--- src/rtl/ivr_pkg.sv ---
package ivr_pkg;
  localparam int VEC_W     = 128;
  localparam int VEC_BYTES = 16;

  typedef enum logic [1:0] {ST_IDLE, ST_VEC, ST_WB} wr_state_t;

  typedef struct packed {
    logic [15:0] pasid;
    logic [7:0]  vmid;
    logic [7:0]  ring;
    logic [27:0] data;
    logic [7:0]  src;
  } ivr_event_t;

  // register indices
  localparam logic [2:0] RA_CTRL = 3'd0;
  localparam logic [2:0] RA_BASE = 3'd1;
  localparam logic [2:0] RA_RPTR = 3'd2;
  localparam logic [2:0] RA_WPTR = 3'd3;
  localparam logic [2:0] RA_WBLO = 3'd4;
  localparam logic [2:0] RA_WBHI = 3'd5;

  // control bit positions
  localparam int CB_RING_EN = 0;
  localparam int CB_SIZE_LO = 1;
  localparam int CB_OVF_EN  = 6;
  localparam int CB_OVF_CLR = 7;
  localparam int CB_WB_EN   = 8;
  localparam int CB_INT_EN  = 9;

  function automatic logic [VEC_W-1:0] pack_vector(input ivr_event_t e);
    logic [VEC_W-1:0] v;
    v        = '0;
    v[7:0]   = e.src;
    v[59:32] = e.data;
    v[71:64] = e.ring;
    v[79:72] = e.vmid;
    v[95:80] = e.pasid;
    return v;
  endfunction
endpackage

--- src/rtl/ivr_regs.sv ---
module ivr_regs
  import ivr_pkg::*;
#(
  parameter int PTR_W  = 18,
  parameter int SZ_W   = 5,
  parameter int ADDR_W = 40
) (
  input  logic              clk,
  input  logic              rst,
  input  logic              cfg_we,
  input  logic [2:0]        cfg_addr,
  input  logic [31:0]       cfg_wdata,
  output logic [31:0]       cfg_rdata,
  input  logic [PTR_W-1:0]  ptr_mask,
  input  logic [PTR_W-1:0]  wptr_in,
  input  logic              ovf_in,
  output logic              ring_en,
  output logic              int_en,
  output logic              ovf_en,
  output logic              wb_en,
  output logic [SZ_W-1:0]   size_log2,
  output logic [31:0]       base_q,
  output logic [ADDR_W-1:0] wb_addr,
  output logic [PTR_W-1:0]  rptr,
  output logic              wptr_we,
  output logic [PTR_W-1:0]  wptr_wval,
  output logic              ovf_clr
);
  localparam int WBHI_W = ADDR_W - 32;

  logic [31:0]       wb_lo;
  logic [WBHI_W-1:0] wb_hi;
  logic [31:0]       ctrl_view;
  logic              wr_ctrl;

  assign wr_ctrl   = cfg_we && (cfg_addr == RA_CTRL);
  assign wptr_we   = cfg_we && (cfg_addr == RA_WPTR);
  assign wptr_wval = cfg_wdata[PTR_W-1:0] & ptr_mask;
  assign ovf_clr   = wr_ctrl && cfg_wdata[CB_OVF_CLR];
  assign wb_addr   = {wb_hi, wb_lo};

  always_comb begin
    ctrl_view                        = '0;
    ctrl_view[CB_RING_EN]            = ring_en;
    ctrl_view[CB_SIZE_LO +: SZ_W]    = size_log2;
    ctrl_view[CB_OVF_EN]             = ovf_en;
    ctrl_view[CB_WB_EN]              = wb_en;
    ctrl_view[CB_INT_EN]             = int_en;
  end

  always_ff @(posedge clk) begin
    if (rst) begin
      ring_en   <= 1'b0;
      int_en    <= 1'b0;
      ovf_en    <= 1'b0;
      wb_en     <= 1'b0;
      size_log2 <= '0;
      base_q    <= '0;
      wb_lo     <= '0;
      wb_hi     <= '0;
      rptr      <= '0;
    end else if (cfg_we) begin
      case (cfg_addr)
        RA_CTRL: begin
          ring_en   <= cfg_wdata[CB_RING_EN];
          size_log2 <= cfg_wdata[CB_SIZE_LO +: SZ_W];
          ovf_en    <= cfg_wdata[CB_OVF_EN];
          wb_en     <= cfg_wdata[CB_WB_EN];
          int_en    <= cfg_wdata[CB_INT_EN];
        end
        RA_BASE: base_q <= cfg_wdata;
        RA_RPTR: rptr   <= cfg_wdata[PTR_W-1:0] & ptr_mask;
        RA_WBLO: wb_lo  <= cfg_wdata;
        RA_WBHI: wb_hi  <= cfg_wdata[WBHI_W-1:0];
        default: ;
      endcase
    end
  end

  always_ff @(posedge clk) begin
    if (rst) cfg_rdata <= '0;
    else begin
      case (cfg_addr)
        RA_CTRL: cfg_rdata <= ctrl_view;
        RA_BASE: cfg_rdata <= base_q;
        RA_RPTR: cfg_rdata <= 32'(rptr);
        RA_WPTR: cfg_rdata <= 32'(wptr_in) | {31'b0, ovf_in};
        RA_WBLO: cfg_rdata <= wb_lo;
        RA_WBHI: cfg_rdata <= 32'(wb_hi);
        default: cfg_rdata <= '0;
      endcase
    end
  end

  // rptr only moves through a register write
  p_rptr_sw_only_r12: assert property (@(posedge clk) disable iff (rst)
    !(cfg_we && cfg_addr == RA_RPTR) |=> $stable(rptr));
endmodule

--- src/rtl/ivr_ptr.sv ---
module ivr_ptr
  import ivr_pkg::*;
#(
  parameter int PTR_W = 18,
  parameter int SZ_W  = 5
) (
  input  logic             clk,
  input  logic             rst,
  input  logic [SZ_W-1:0]  size_log2,
  input  logic [PTR_W-1:0] rptr,
  input  logic             ovf_en,
  input  logic             advance,
  input  logic             sw_we,
  input  logic [PTR_W-1:0] sw_val,
  input  logic             ovf_clr,
  output logic [PTR_W-1:0] wptr,
  output logic             ovf,
  output logic [PTR_W-1:0] mask,
  output logic             full,
  output logic             empty,
  output logic [PTR_W-1:0] wptr_next,
  output logic             ovf_next
);
  localparam int ALIGN_BITS = $clog2(VEC_BYTES);

  // byte mask: bits from the entry alignment up to log2(ring bytes)
  always_comb begin
    for (int i = 0; i < PTR_W; i++)
      mask[i] = (i >= ALIGN_BITS) && (i < (int'(size_log2) + 2));
  end

  assign wptr_next = (wptr + PTR_W'(VEC_BYTES)) & mask;
  assign full      = (wptr_next == rptr);
  assign empty     = (wptr == rptr);
  assign ovf_next  = ovf || (ovf_en && full);

  always_ff @(posedge clk) begin
    if (rst) begin
      wptr <= '0;
      ovf  <= 1'b0;
    end else begin
      if (advance)    wptr <= wptr_next;
      else if (sw_we) wptr <= sw_val;
      if (advance && ovf_en && full) ovf <= 1'b1;
      else if (ovf_clr)              ovf <= 1'b0;
    end
  end

  p_ovf_sticky_r7: assert property (@(posedge clk) disable iff (rst)
    ovf && !ovf_clr |=> ovf);
  p_wptr_hold_r3: assert property (@(posedge clk) disable iff (rst)
    !advance && !sw_we |=> $stable(wptr));
endmodule

--- src/rtl/ivr_mem_fsm.sv ---
module ivr_mem_fsm
  import ivr_pkg::*;
#(
  parameter int PTR_W  = 18,
  parameter int ADDR_W = 40
) (
  input  logic              clk,
  input  logic              rst,
  input  logic              ev_valid,
  input  ivr_event_t        ev,
  output logic              ev_ready,
  input  logic              ring_en,
  input  logic              room,
  input  logic [31:0]       base_q,
  input  logic [PTR_W-1:0]  wptr,
  input  logic              wb_en,
  input  logic [ADDR_W-1:0] wb_addr,
  input  logic [PTR_W-1:0]  wptr_next,
  input  logic              ovf_next,
  input  logic              mem_ready,
  output logic              mem_valid,
  output logic [ADDR_W-1:0] mem_addr,
  output logic [VEC_W-1:0]  mem_data,
  output logic              mem_wb,
  output logic              advance,
  output logic              active
);
  wr_state_t         state;
  logic [ADDR_W-1:0] ring_base;
  logic [31:0]       wb_word;

  assign ring_base = ADDR_W'({base_q, 8'h00});
  assign wb_word   = 32'(wptr_next) | {31'b0, ovf_next};
  assign ev_ready  = (state == ST_IDLE) && ring_en && room;
  assign advance   = (state == ST_VEC) && mem_ready;
  assign active    = (state != ST_IDLE);

  always_ff @(posedge clk) begin
    if (rst) begin
      state     <= ST_IDLE;
      mem_valid <= 1'b0;
      mem_addr  <= '0;
      mem_data  <= '0;
      mem_wb    <= 1'b0;
    end else begin
      case (state)
        ST_IDLE: if (ev_valid && ev_ready) begin
          state     <= ST_VEC;
          mem_valid <= 1'b1;
          mem_wb    <= 1'b0;
          mem_addr  <= ring_base + ADDR_W'(wptr);
          mem_data  <= pack_vector(ev);
        end
        ST_VEC: if (mem_ready) begin
          if (wb_en) begin
            state    <= ST_WB;
            mem_addr <= wb_addr;
            mem_data <= VEC_W'(wb_word);
            mem_wb   <= 1'b1;
          end else begin
            state     <= ST_IDLE;
            mem_valid <= 1'b0;
          end
        end
        ST_WB: if (mem_ready) begin
          state     <= ST_IDLE;
          mem_valid <= 1'b0;
          mem_wb    <= 1'b0;
        end
        default: state <= ST_IDLE;
      endcase
    end
  end

  p_mem_hold_r2: assert property (@(posedge clk) disable iff (rst)
    mem_valid && !mem_ready |=> mem_valid && $stable(mem_addr) && $stable(mem_data));
  p_accept_issues_r2: assert property (@(posedge clk) disable iff (rst)
    ev_valid && ev_ready |=> mem_valid && !mem_wb);
  p_wb_follows_vec_r8: assert property (@(posedge clk) disable iff (rst)
    $rose(mem_wb) |-> $past(mem_valid) && !$past(mem_wb));
endmodule

--- src/rtl/ivr_writer.sv ---
module ivr_writer
  import ivr_pkg::*;
#(
  parameter int PTR_W  = 18,
  parameter int SZ_W   = 5,
  parameter int ADDR_W = 40
) (
  input  logic              clk,
  input  logic              rst,
  input  logic              ev_valid,
  output logic              ev_ready,
  input  logic [7:0]        ev_src,
  input  logic [27:0]       ev_data,
  input  logic [7:0]        ev_ring,
  input  logic [7:0]        ev_vmid,
  input  logic [15:0]       ev_pasid,
  input  logic              cfg_we,
  input  logic [2:0]        cfg_addr,
  input  logic [31:0]       cfg_wdata,
  output logic [31:0]       cfg_rdata,
  output logic              mem_valid,
  input  logic              mem_ready,
  output logic [ADDR_W-1:0] mem_addr,
  output logic [127:0]      mem_data,
  output logic              mem_wb,
  output logic              irq,
  output logic              busy
);
  logic              ring_en, int_en, ovf_en, wb_en;
  logic [SZ_W-1:0]   size_log2;
  logic [31:0]       base_q;
  logic [ADDR_W-1:0] wb_addr;
  logic [PTR_W-1:0]  rptr, wptr, mask, wptr_next, wptr_wval;
  logic              wptr_we, ovf_clr, ovf, full, empty, ovf_next;
  logic              advance, active;
  ivr_event_t        ev;

  assign ev = '{pasid: ev_pasid, vmid: ev_vmid, ring: ev_ring, data: ev_data, src: ev_src};

  ivr_regs #(.PTR_W(PTR_W), .SZ_W(SZ_W), .ADDR_W(ADDR_W)) u_regs (
    .clk(clk), .rst(rst), .cfg_we(cfg_we), .cfg_addr(cfg_addr),
    .cfg_wdata(cfg_wdata), .cfg_rdata(cfg_rdata), .ptr_mask(mask),
    .wptr_in(wptr), .ovf_in(ovf), .ring_en(ring_en), .int_en(int_en),
    .ovf_en(ovf_en), .wb_en(wb_en), .size_log2(size_log2), .base_q(base_q),
    .wb_addr(wb_addr), .rptr(rptr), .wptr_we(wptr_we), .wptr_wval(wptr_wval),
    .ovf_clr(ovf_clr)
  );

  ivr_ptr #(.PTR_W(PTR_W), .SZ_W(SZ_W)) u_ptr (
    .clk(clk), .rst(rst), .size_log2(size_log2), .rptr(rptr), .ovf_en(ovf_en),
    .advance(advance), .sw_we(wptr_we), .sw_val(wptr_wval), .ovf_clr(ovf_clr),
    .wptr(wptr), .ovf(ovf), .mask(mask), .full(full), .empty(empty),
    .wptr_next(wptr_next), .ovf_next(ovf_next)
  );

  ivr_mem_fsm #(.PTR_W(PTR_W), .ADDR_W(ADDR_W)) u_fsm (
    .clk(clk), .rst(rst), .ev_valid(ev_valid), .ev(ev), .ev_ready(ev_ready),
    .ring_en(ring_en), .room(ovf_en || !full), .base_q(base_q), .wptr(wptr),
    .wb_en(wb_en), .wb_addr(wb_addr), .wptr_next(wptr_next), .ovf_next(ovf_next),
    .mem_ready(mem_ready), .mem_valid(mem_valid), .mem_addr(mem_addr),
    .mem_data(mem_data), .mem_wb(mem_wb), .advance(advance), .active(active)
  );

  always_ff @(posedge clk) begin
    if (rst) begin
      irq  <= 1'b0;
      busy <= 1'b0;
    end else begin
      irq  <= int_en && (!empty || ovf);
      busy <= active || (int_en && !empty);
    end
  end

  p_stall_full_r5: assert property (@(posedge clk) disable iff (rst)
    ev_valid && ev_ready && !ovf_en |-> !full);
  p_disabled_r4: assert property (@(posedge clk) disable iff (rst)
    !ring_en && !mem_valid |=> !mem_valid);
endmodule

--- config.mk ---
export PLATFORM = sky130hd
export DESIGN_NAME = ivr_writer
export DESIGN_NICKNAME = d
export VERILOG_FILES = /design/src/rtl/ivr_pkg.sv /design/src/rtl/ivr_regs.sv /design/src/rtl/ivr_ptr.sv /design/src/rtl/ivr_mem_fsm.sv /design/src/rtl/ivr_writer.sv
export SDC_FILE = /design/constraint.sdc
export NUM_CORES = 1
export LEC_CHECK = 0
export BUFFER_PORTS_ARGS = -buffer_cell sky130_fd_sc_hd__buf_2
export CAP_MARGIN = 40
export CORE_AREA = 2 2 170 172
export DETAILED_ROUTE_END_ITERATION = 8
export DIE_AREA = 0 0 172 174
export GPL_ROUTABILITY_DRIVEN = 0
export GPL_TIMING_DRIVEN = 0
export PLACE_DENSITY = 0.77
export RECOVER_POWER = 50
export SLEW_MARGIN = 20
export SYNTH_ARGS = -nofsm -noshare
export SYNTH_HDL_FRONTEND = slang
export SYNTH_HIERARCHICAL = 1
export SYNTH_SLANG_ARGS = --single-unit
--- constraint.sdc ---
create_clock -name clk -period 3.2 [get_ports clk]
set_input_delay 0.16 -clock clk [delete_from_list [all_inputs] [get_ports clk]]
set_output_delay 0.16 -clock clk [all_outputs]
set_load 0.01 [all_outputs]
Yosys cells after proc, flatten, opt, wreduce, memory -nomap -nowiden. Index checks and enable logic that the tools add are counted.

Bits of input ports: 108. Memories: 0. Bits in writable memories: 0. Register bits: 324. Logic and storage cells: 115. Output and inout bits: 205. Bits in latches: 0. Memory bits (read-only): 0.

$lt $le $gt $ge: 14. $add $sub $neg: 3. Eq/ne operators: 14. Reduce and logical (&&, ||, !) cells: 34. Divide/modulo/power cells: 0. Multiply operators: 0. Multiplexer cells: 27. Shift-type cells: 0. Bitwise gates (word level): 4.

Operators with widths (number): $mux W128 (3); $lt A5 B32 Y1 const A (8); $pmux W128 S2 (1); $pmux W32 S6 (1); $lt A4 B32 Y1 const A (4); $mux W40 (3); $pmux W40 S2 (1); $lt A6 B32 Y1 const A (2); $add A40 B18 Y40 (1); $and A18 B18 Y18 (2); $eq A18 B18 Y1 (2); $mux W18 (2); $or A18 B1 Y18 (2); $add A18 B5 Y18 const B (1); $logic_and A1 B1 Y1 (12); $ne A2 B2 Y1 const B (5); $reduce_and A2 Y1 (5); $reduce_and A5 Y1 (2); $mux W1 (9); $mux W2 (4); $reduce_bool A2 Y1 (4); $add A5 B2 Y6 const B (1); $eq A3 B2 Y1 const B (2); $eq A3 B3 Y1 const B (2); 12 further kinds (17).

Logic depth before layout (Yosys ltp).
Depth in word-level cells: 10. Mapped depth: 19. Gate-level depth less buffers: 16.

Hierarchy. The synthesis kept the hierarchy.

Modules (own cells, without submodules): ivr_mem_fsm (sequential area each 2442.3 sq um, area an instance 6145.9 sq um, cells an instance 754, times used 1); ivr_regs (sequential area each 2622.5 sq um, area an instance 5472.7 sq um, cells an instance 643, times used 1); ivr_ptr (sequential area each 380.4 sq um, area an instance 2108.3 sq um, cells an instance 277, times used 1); ivr_writer (sequential area each 40.0 sq um, area an instance 91.3 sq um, cells an instance 8, times used 1).

Least setup slack after synthesis. Ideal clock, no wire load.

Path kind: reg-to-reg. From: register u_regs.size_log2[1]. To: register u_fsm.mem_data[51]. Cell stages (with the launch flop): 19. Setup time: 70 ps. Buffers on the path: 4. Slack: -232 ps. Arrival: 3362 ps. Clock period less this slack: 3432 ps. Data required time: 3130 ps. Cell sequence: dfxtp_1 > buf_2 > inv_1 > ha_1 > clkbuf_1 > nor3_1 > a211oi_1 > and3_1 > o2111a_1 > nand4_1 > nor3_1 > nand2b_1 > nand3_1 > nand2_1 > o21ai_0 > clkbuf_1 > clkbuf_1 > nand2_1 > a21oi_1.

Word-level cells in the longest chain between the ends: 10. Elaborated cells on any way between the ends: 23. Classes of those cells: add/sub: 1; order compare: 14; eq/ne: 2; bitwise: 1; reduce/logical: 5.

Ends and longest elaborated chain: from (decl) (RTL line ivr_regs.sv:21) `output logic [SZ_W-1:0] size_log2,`; from (signal assigned) (RTL line ivr_regs.sv:66) `size_log2 <= cfg_wdata[CB_SIZE_LO +: SZ_W];`; $add A5 B2 Y6; $lt A5 B32 Y1 (RTL line ivr_ptr.sv:29) `mask[i] = (i >= ALIGN_BITS) && (i < (int'(size_log2) + 2));`; net mask[9] (RTL line ivr_writer.sv:33) `logic [PTR_W-1:0] rptr, wptr, mask, wptr_next, wptr_wval;`; $and A18 B18 Y18 (RTL line ivr_ptr.sv:32) `assign wptr_next = (wptr + PTR_W'(VEC_BYTES)) & mask;`; $eq A18 B18 Y1 (RTL line ivr_ptr.sv:33) `assign full = (wptr_next == rptr);`; net full (RTL line ivr_writer.sv:34) `logic wptr_we, ovf_clr, ovf, full, empty, ovf_next;`; $logic_not A1 Y1 (RTL line ivr_writer.sv:58) `.ring_en(ring_en), .room(ovf_en || !full), .base_q(base_q), .wptr(wptr),`; $logic_or A1 B1 Y1 (RTL line ivr_writer.sv:58); $logic_and A1 B1 Y1 (RTL line ivr_mem_fsm.sv:34) `assign ev_ready = (state == ST_IDLE) && ring_en && room;`; $logic_and A1 B1 Y1 (RTL line ivr_mem_fsm.sv:47) `ST_IDLE: if (ev_valid && ev_ready) begin`; $ne A2 B2 Y1 (no source line); $reduce_and A4 Y1 (no source line); to (signal assigned) (RTL line ivr_mem_fsm.sv:52) `mem_data <= pack_vector(ev);`; to (signal assigned) (RTL line ivr_mem_fsm.sv:58) `mem_data <= VEC_W'(wb_word);`; to (decl) (RTL line ivr_mem_fsm.sv:23) `output logic [VEC_W-1:0] mem_data,`.

The timed path passes the listed nets, and every way through them passes these cells. A chain may end at the register's enable or synchronous reset.

Final worst setup path.
From: register u_regs.size_log2[1]. To: register u_fsm.mem_data[78].

The elaborated chain is that of the path after synthesis.

==> summary.md <==
| Metric | Value |
|---|---|
| Number of port buffers | `262` |
| TNS Setup | `-32.75 ns` |
| Dominant synthesized flop cell | `dfxtp_1` |
| I/O pins | `about 310` |
| Hold Crit Depth | `3` |
| Register share of total power | `roughly 41%` |
| Post-DP HPWL | `39,550 um` |
| Clock slew at reported path FFs | `around 0.060 ns` |
| Lkg Pwr | `just under 8 nW` |
| Reg2Reg Depth | `19` |
| CTS tree | `yes` |
| Finished Layout Cells | `around 2,600` |
| H-tree depth | `1` |
| Outcome | `complete, but fails checks` |
| CP Data Arrival Time | `roughly 4.0 ns` |
| Vias per Instance | `6.099` |
| Area occupied by multi-input gates | `8621 sq um` |
| Initial core utilization | `48.94%` |
| R2R Setup Slk | `-0.37 ns` |
| Top-count cell post-synth | `nand2_1` |
| Worst r2r dst | `u_fsm/mem_data[78]` |
| P_sw | `2.694 mW` |
| Drt total wl | `63,070 um` |
| Area growth, synth to finish | `44.52%` |
| Clk Latency, worst-skew pair | `0.57 ns` |
| Max cap viols | `0` |
| FILL cells | `2,056` |
| Slew HR | `between 30 and 40%` |
| Worst Skew | `0.03905 ns` |
| Cell taking the most area after synthesis | `dfxtp_1` |
| WHS Endpoint | `u_fsm/mem_data[4]` |
| Remaining Overflow, GRT | `0` |
| Row cnt | `62` |
| CP max FO | `9` |
| Logic pwr share | `22.1%` |
| Pin count of the biggest net entering global routing | `14` |
| Setup-failing EPs final | `around 120` |
| Final core utilization | `~71%` |
| Core ar. | `28,240 sq um` |
| Leading cell types by total area after synthesis | `dfxtp_1 (40%), nand2_1 (8.8%), a21oi_1 (7.7%)` |
| Clock sink count | `274` |
| Full die area | `29,930 sq um` |
| CTS buffer count | `29` |
| Initial DRC Count | `between 1,500 and 2,000` |
| Post-route ant nets | `0` |
| Cells after Synth | `about 1,700` |
| Slowest CP cell | `dfxtp_4` |
| First-pass GRT wire length | `86,450 um` |
| Hold_sp | `ev_src[4]` |
| Hold slack | `-0.003855 ns` |
| GRT Overall Usage | `37.57%` |
| CP Buf/Inv Count | `5` |
| Final period utilization | `111.7%` |
| Worst hold-check path type | `in2reg` |
| Number of cells after detailed placement | `2,384` |
| Slowest cell delay on critical path | `0.38 ns` |
| Fmax | `279.8 MHz` |
| Power density over cell area | `445.4 nW/um^2` |
| Register area | `about 5500 sq um` |
| Setup ws final | `-0.3740 ns` |
| Register area share after synthesis | `39.70%` |
| Syn avg cell area | `8.215 sq um` |
| Synth top cells by count | `nand2_1 (324), dfxtp_1 (274), a21oi_1 (213)` |
| Fin nets | `2,312` |
| Min cycle time layout | `3.574 ns` |
| Initial antenna violation count | `7` |
| Die H | `approximately 170 um` |
| Count of state elements after synthesis | `274` |
| Yosys warns | `6` |
| Number of global-route vias before repair | `15,182` |
| Worst-case clock buffer depth | `3` |
| Synth unique cells | `101` |
| Mapped Area | `13,820 sq um` |
| Setup CP Type | `reg2reg` |
| Delay-heaviest family, CP | `simple AND/OR/NAND/NOR gates` |
| Share of layout cells above drive strength 1 | `32.76%` |
| Clk pwr share | `36.5%` |
| Drt pass-1 iters | `8` |
| Max IR drop VDD | `between 0.4 and 0.5 mV` |
| Worst-margin pin slew | `0.9571 ns` |
| Startpoint Class | `register` |
| Sw frac | `30.28%` |
| WL per Instance | `24.33 um` |
| Failing checks | `hold timing, setup timing` |
| RSZ-0062 raised after global routing | `true` |
| Post-synth top area share | `39.70%` |
| Pint | `about 6.2 mW` |
| Number of synthesized flops with an enable pin | `0` |
| Critical Path End Type | `register` |
| CTS Root Buffer Type | `clkbuf_16` |
| CP required | `3.67 ns` |
| Chip width | `approximately 170 um` |
| Async set-reset flop share out of synthesis | `0%` |
| Fin. max-slew vios | `0` |
| Hold Vio Cnt, Final | `1` |
| Reg-to-reg startpoint | `u_regs/size_log2[1]` |
| Critical path depth | `19` |
| Vias | `15,809` |
| CP cell instances | `buf_6 > inv_6 > ha_4 > nor2b_4 > buf_6 > nand3_1 > nand2_1 > nand2_1 > o211a_1 > nand4_1 > nor3_2 > nand2b_1 > nand3_2 > nand2_4 > o21a_4 > clkbuf_16 > clkbuf_16 > nand3_2 > a21oi_1` |
| Number of remaining DRC errors | `0` |
## worst min-delay path: stages
cell and delay (ns):
buf_2 0.10, mux2i_1 0.16, a211oi_2 0.09
## cell families (layout without fill, tap and decap cells)
group,after synthesis,count (layout),share of synthesized area (%)
DFF,274,274,39.70
muxes,62,62,4.790
other,2,65,0.05435
AOI/OAI and AO/OA,409,409,18.78
and+or+nand+nor,647,647,22.37
xor gates and xnor gates,60,60,3.803
buffers and inverters,208,671,8.656
adders and majority gates,20,20,1.847
## per-layer routing
layer	part of all wire, %	GRT usage (%)	wire length [um]
met5	0.089	1.003	56
met4	8.9	25.53	5637
met3	14	12.00	8599
met2	44	60.88	27700
met1	33	41.77	21080
## flip-flops by register name, indices dropped and copies added (netlist names)
register / count
busy: 1
irq: 1
u_fsm/mem_addr: 40
u_fsm/mem_data: 78
u_fsm/mem_valid: 1
u_fsm/mem_wb: 1
u_fsm/state: 2
u_ptr/ovf: 1
u_ptr/wptr: 18
u_regs/base_q: 32
u_regs/cfg_rdata: 32
u_regs/int_en: 1
u_regs/ovf_en: 1
u_regs/ring_en: 1
u_regs/rptr: 18
u_regs/size_log2: 5
u_regs/wb_en: 1
u_regs/wb_hi: 8
u_regs/wb_lo: 32
## area by class of cell
cell class	instances	area share, %
repair buffers	417	14.49
clock buffers	40	4.041
flip-flops and latches	274	27.62
inverters	30	0.6077
diodes	7	0.08771
well taps	384	2.406
multi-input cells	1256	43.17
plain buffers	177	7.211
clock inverters	7	0.3634
## cell usage in the layout, fill, tap and decap left out, drive strengths merged, types with 50 or more instances in the layout
cell type,instances
mux2i,50
nand3,94
nor2,92
buf,376
dfxtp,274
clkbuf,159
dlygate4sd3,99
a21oi,219
nand2,326
conb,58
## worst max path at each step
stage	from	end	slack, ns
after detailed placement	u_regs/size_log2[1]	u_fsm/mem_data[17]	-1.23
after CTS	u_regs/size_log2[1]	u_fsm/mem_data[17]	-0.14
after floorplan	u_regs/size_log2[1]	u_fsm/mem_addr[32]	0.009
after global routing	u_regs/size_log2[1]	u_fsm/mem_data[78]	-0.42
after global placement	u_regs/size_log2[1]	u_fsm/mem_data[17]	-1.14
final	u_regs/size_log2[1]	u_fsm/mem_data[78]	-0.37
## metrics by stage
stage	setup WS, ns	total power [mW]	area [sq um]
floorplan	0.008793	4.472	14060
global placement	-1.144	4.923	15860
detailed placement	-1.226	4.953	15860
CTS	-0.1404	8.500	19250
global route	-0.4249	9.078	19960
finish	-0.3740	8.896	19970
## repair_timing
| item | CTS | global route |
|---|---|---|
| buffers inserted | 32 | 11 |
| resized for setup | 264 | 146 |
| hold endpoints to repair | 148 | 0 |
| pin swaps | 77 | 38 |
| gates cloned | 10 | 6 |
| hold buffers | 99 | 0 |
| endpoints found under the setup margin | 123 | 131 |
## power groups by stage
stage / clock [mW] / combinational (mW) / sequential [mW]
6_report: 3.25 / 1.97 / 3.68
5_1_grt: 3.35 / 2.03 / 3.69
4_1_cts: 3.21 / 1.63 / 3.66
3_5_place_dp: 0 / 1.22 / 3.73
3_3_place_gp: 0 / 1.20 / 3.73
2_1_floorplan: 0 / 0.726 / 3.75
Power figures use the tool's default switching activity.
